--- config.mk ---
export PLATFORM = sky130hd
export DESIGN_NAME = imul_interleave
export DESIGN_NICKNAME = d
export VERILOG_FILES = /design/src/rtl/imulIlvPkg.sv /design/src/rtl/imulIlvControl.sv /design/src/rtl/imulIlvDatapath.sv /design/src/rtl/imul_interleave.sv
export SDC_FILE = /design/constraint.sdc
export NUM_CORES = 2
export LEC_CHECK = 0
export ABC_AREA = 1
export ABC_CLOCK_PERIOD_IN_PS = 5500
export BUFFER_PORTS_ARGS = -buffer_cell sky130_fd_sc_hd__buf_2
export CAP_MARGIN = 10
export CORE_UTILIZATION = 33
export CTS_CLUSTER_SIZE = 24
export DETAILED_ROUTE_END_ITERATION = 6
export SLEW_MARGIN = 20
export SYNTH_ARGS = -nofsm -noshare
export SYNTH_HDL_FRONTEND = slang
export SYNTH_SLANG_ARGS = --single-unit
--- constraint.sdc ---
create_clock -name clk -period 5.5 [get_ports clk]
set_clock_uncertainty 0.05 [all_clocks]
set_input_delay 0.55 -clock clk [delete_from_list [all_inputs] [get_ports clk]]
set_output_delay 0.55 -clock clk [all_outputs]
set_load 0.005 [all_outputs]
--- src/rtl/imulIlvPkg.sv ---
package imulIlvPkg;

  // Width of the lane index carried from control to datapath (up to 256 lanes).
  localparam int IDX_W = 8;

  typedef struct packed {
    logic             dataLoad;  // current input is a real sample
    logic [IDX_W-1:0] lane;      // lane loaded this cycle and drained into the output
  } laneCtl_t;

endpackage

--- src/rtl/imulIlvControl.sv ---
module imulIlvControl
  import imulIlvPkg::*;
#(
  parameter int LANES = 5
) (
  input  logic     clk,
  input  logic     rst,
  input  logic     inValid,
  output laneCtl_t ctl
);

  localparam int CNT_W = (LANES > 1) ? $clog2(LANES) : 1;
  localparam logic [CNT_W-1:0] LAST = CNT_W'(LANES - 1);

  logic [CNT_W-1:0] phaseCnt;

  // Free-running modulo-LANES rotation; one phase per base cycle.
  always_ff @(posedge clk) begin
    if (rst) begin
      phaseCnt <= '0;
    end else if (phaseCnt == LAST) begin
      phaseCnt <= '0;
    end else begin
      phaseCnt <= phaseCnt + 1'b1;
    end
  end

  assign ctl.dataLoad = inValid;
  assign ctl.lane     = IDX_W'(phaseCnt);

endmodule

--- src/rtl/imulIlvDatapath.sv ---
module imulIlvDatapath
  import imulIlvPkg::*;
#(
  parameter int LANES  = 5,
  parameter int DATA_W = 16
) (
  input  logic                  clk,
  input  logic                  rst,
  input  laneCtl_t              ctl,
  input  logic [DATA_W-1:0]     inA,
  input  logic [DATA_W-1:0]     inB,
  output logic                  outValid,
  output logic [2*DATA_W-1:0]   outProduct
);

  localparam int PW = 2 * DATA_W;

  logic [PW-1:0] laneProd  [LANES];
  logic          laneValid [LANES];

  for (genvar k = 0; k < LANES; k++) begin : gLane
    logic [DATA_W-1:0] opA;
    logic [DATA_W-1:0] opB;
    logic              slotValid;
    logic              hit;

    assign hit = (ctl.lane == IDX_W'(k));

    // Lane registers take the phase as a clock enable; operands only move
    // when a real sample lands, so the multicycle path sees stable inputs.
    always_ff @(posedge clk) begin
      if (rst) begin
        opA       <= '0;
        opB       <= '0;
        slotValid <= 1'b0;
      end else if (hit) begin
        slotValid <= ctl.dataLoad;
        if (ctl.dataLoad) begin
          opA <= inA;
          opB <= inB;
        end
      end
    end

    // Multicycle path: LANES base cycles from lane load to output capture.
    assign laneProd[k]  = PW'(opA) * PW'(opB);
    assign laneValid[k] = slotValid;
  end

  logic [PW-1:0] drainProd;
  logic          drainValid;

  // Drain the lane that is about to be reloaded: it was loaded LANES cycles ago.
  always_comb begin
    drainProd  = '0;
    drainValid = 1'b0;
    for (int k = 0; k < LANES; k++) begin
      if (ctl.lane == IDX_W'(k)) begin
        drainProd  = laneProd[k];
        drainValid = laneValid[k];
      end
    end
  end

  always_ff @(posedge clk) begin
    if (rst) begin
      outValid   <= 1'b0;
      outProduct <= '0;
    end else begin
      outValid <= drainValid;
      if (drainValid) begin
        outProduct <= drainProd;
      end
    end
  end

endmodule

--- src/rtl/imul_interleave.sv ---
module imul_interleave
  import imulIlvPkg::*;
#(
  parameter int LANES  = 5,
  parameter int DATA_W = 16
) (
  input  logic                clk,
  input  logic                rst,
  input  logic                inValid,
  input  logic [DATA_W-1:0]   inA,
  input  logic [DATA_W-1:0]   inB,
  output logic                outValid,
  output logic [2*DATA_W-1:0] outProduct
);

  laneCtl_t ctl;

  imulIlvControl #(.LANES(LANES)) uCtl (
    .clk     (clk),
    .rst     (rst),
    .inValid (inValid),
    .ctl     (ctl)
  );

  imulIlvDatapath #(.LANES(LANES), .DATA_W(DATA_W)) uDp (
    .clk        (clk),
    .rst        (rst),
    .ctl        (ctl),
    .inA        (inA),
    .inB        (inB),
    .outValid   (outValid),
    .outProduct (outProduct)
  );

endmodule

==> impl_metrics.tcl <==
set metrics [dict create \
    htreeDepth 1 \
    start_util_pct 33.2 \
    cts_tree "built" \
    cp_common_cell "fa_1" \
    cts_buffer_depth 3 \
    pre_cts_ws_ns -0.763 \
    total_power_mw 5.97 \
    syn-num-nets 9074 \
    slowest_delay_ns 0.56 \
    drive_gt1_share_pct 20.6 \
    endpoint_kind "flop" \
    dieArea_um2 165000 \
    cts_made_buffers 31 \
    hold_slack_ns 0.235 \
    critPathRequiredTime_ns 5.99 \
    grt_max_degree 69 \
    critPathSlowestCell "fa_1" \
    async_flop_share_pct 0 \
    finalSetupViolCount 21 \
    netlist_top_cells_area "fa_1 36%, nand2_1 14%, inv_1 14%" \
    die_h_um 407 \
    avgSynthCellArea_um2 7.17 \
    wire_per_inst_um 18.7 \
    layout.cells.non_filler 10294 \
    drv_cap 0 \
    outcome "finished with violations" \
    fin_util_pct 41.1 \
    hold_violations 0 \
    crit_fanout 6 \
    rows 148 \
    dp_cells 10170 \
    cts_sinks 201 \
    ys.flop_type "dfxtp_1" \
    grt_usage_pct 23.5 \
    worst_slack_ns -0.226 \
    ys.warnings.count 0 \
    crit_type "flop to flop" \
    totalWireLength_mm 193 \
    fillers 16626 \
    violations "setup timing" \
    crit_arrival_ns 6.22 \
    core-area_um2 163000 \
    clk_latency_ns 0.66 \
    synth_area_um2 54100 \
    root_buffer "clkbuf_16" \
    finalMaxSlewViolations 0 \
    crit_path_start_kind "flop" \
    yosysUniqueCellTypes 50 \
    leakagePower_nw 37.2 \
    crit_buf_inv 8 \
    drt_pass1_iterations 6 \
    ir_worst_vdd_v 0.000208 \
    slew_headroom_pct 30.6 \
    netlist_instances 7544 \
    timing.final.crit_share_pct 104 \
    synth_edf_count 0 \
    io_buffers 67 \
    areaGrowthSynthToFinish_pct 23.7 \
    io-pin-count 68 \
    ant_nets 0 \
    netlist.area_leader.share_pct 35.9 \
    yosysTopAreaCell "fa_1" \
    fin_crit_ns 5.73 \
    fin_area_um2 66900 \
    vias_per_cell 4.83 \
    antenna_found_initial 18 \
    grt_overflow 0 \
    dpl.hpwl_mm 157 \
    grt_pass1_wl_mm 298 \
    fmax_mhz 175 \
    p_per_area_nw_per_um2 89.3 \
    drt_iter0_markers 3901 \
    rsz0062_at_grt "true" \
    place_area_um2 62400 \
    gp_congestion 0.972 \
    fp.dieW_um 407 \
    cts_hold_buf 0 \
    hold_path.class "primary input to flop" \
    finalSetupTns_ns -2.86 \
    drc_errors 0 \
    first_global_vias 51720 \
    nets 9619 \
    synth-seq-cells 201 \
    via_count 49669 \
    ys_seq_area_share_pct 7.44 \
    worst_pin_slew_ns 1.04 \
    path_delay_family "adder cells" \
    path_clk_slew_ns 0.06 \
]
## cells in the final DEF, fill, tap and decap left out, drive strengths merged, types with 13 or more instances in the layout
cell type	instances
nand2	2094
inv	1969
fa	970
buf	927
ha	525
a21oi	343
nand3	335
nor2	287
dfxtp	201
o21ai	196
nand4	40
clkbuf	38
nor3	32
o21bai	26
xor2	25
xnor2	20
clkinv	13
## area by class of cell
type,count,area [um^2],share of cell area [%]
multi-input cells,4956,43700,65.3
repair buffers,927,7800,11.7
inverters,1972,7410,11.1
flip-flops and latches,201,4250,6.36
well taps,2175,2720,4.07
clock buffers,38,842,1.26
clock inverters,18,174,0.260
diodes,7,17.5,0.0262
## power breakdown
part           switching, mW  total (mW)  internal, mW
clock                  0.955        2.14          1.18
combinational           1.35        2.12         0.769
sequential             0.170        1.72          1.55
total                   2.48        5.97          3.50
## routing by layer
metal  up-vias  wire length (um)  GRT usage, %
li1      23096                 -             -
met1     24665             82200          31.3
met2      1601             89600          38.9
met3       293             14000          3.58
met4        14              6720          7.26
met5         -                93             0
## logic make-up (layout without fill, tap and decap cells)
logic type,Yosys count,count (layout),share of synthesized area [%]
and+or+nand+nor,2812,2812,21.0
DFF,201,201,7.44
xor gates and xnor gates,45,45,0.729
buffers and inverters,2387,2955,16.7
other,0,7,0
adders and majority gates,1495,1495,48.1
muxes,4,4,0.0741
AOI/OAI and AO/OA,600,600,5.95
## flip-flops by register name, indices dropped and copies added (netlist names)
| register | flops |
|---|---|
| uDp.gLane.slotValid | 5 |
| uDp.outValid | 1 |
| uDp.outProduct | 32 |
| uDp.gLane.opB | 80 |
| uCtl.phaseCnt | 3 |
| uDp.gLane.opA | 80 |
## what timing repair did
action | 4_1_cts | 5_1_grt
pin swaps | 138 | 175
resized for setup | 519 | 327
setup buffers | 46 | 23
cloned | 1 | 0
setup endpoints to repair | 24 | 24
## worst reg2reg max path: cells and delay by family, from the launching register on
family | cells | cell delay, ns
and+or+nand+nor | 10 | 1.08
buffers and inverters | 8 | 0.70
DFF | 1 | 0.40
adders and majority gates | 7 | 3.38
## cell usage after synthesis (11+ instances only)
library cell,count
nand2_1,2077
inv_1,1958
fa_1,970
ha_1,525
clkbuf_1,375
a21oi_1,332
nand3_1,327
nor2_1,273
dfxtp_1,201
o21ai_0,158
nand4_1,40
o21ai_1,32
buf_2,25
nor3_1,25
o21bai_1,25
xor2_1,25
xnor2_1,20
nand2_2,15
nor2_2,12
a21oi_2,11
## final timing paths
kind                       start                   to  slack (ns)  cells past startpoint
min                      inValid  uDp.gLane[4].opA[1]        0.23                      3
max          uDp.gLane[3].opB[1]   uDp.outProduct[29]       -0.23                     25
max reg2reg  uDp.gLane[3].opB[1]   uDp.outProduct[29]       -0.23                     25
min reg2reg   uDp.outProduct[17]   uDp.outProduct[17]        0.41                      2
Note: power is estimated with default switching activity, not from simulation.
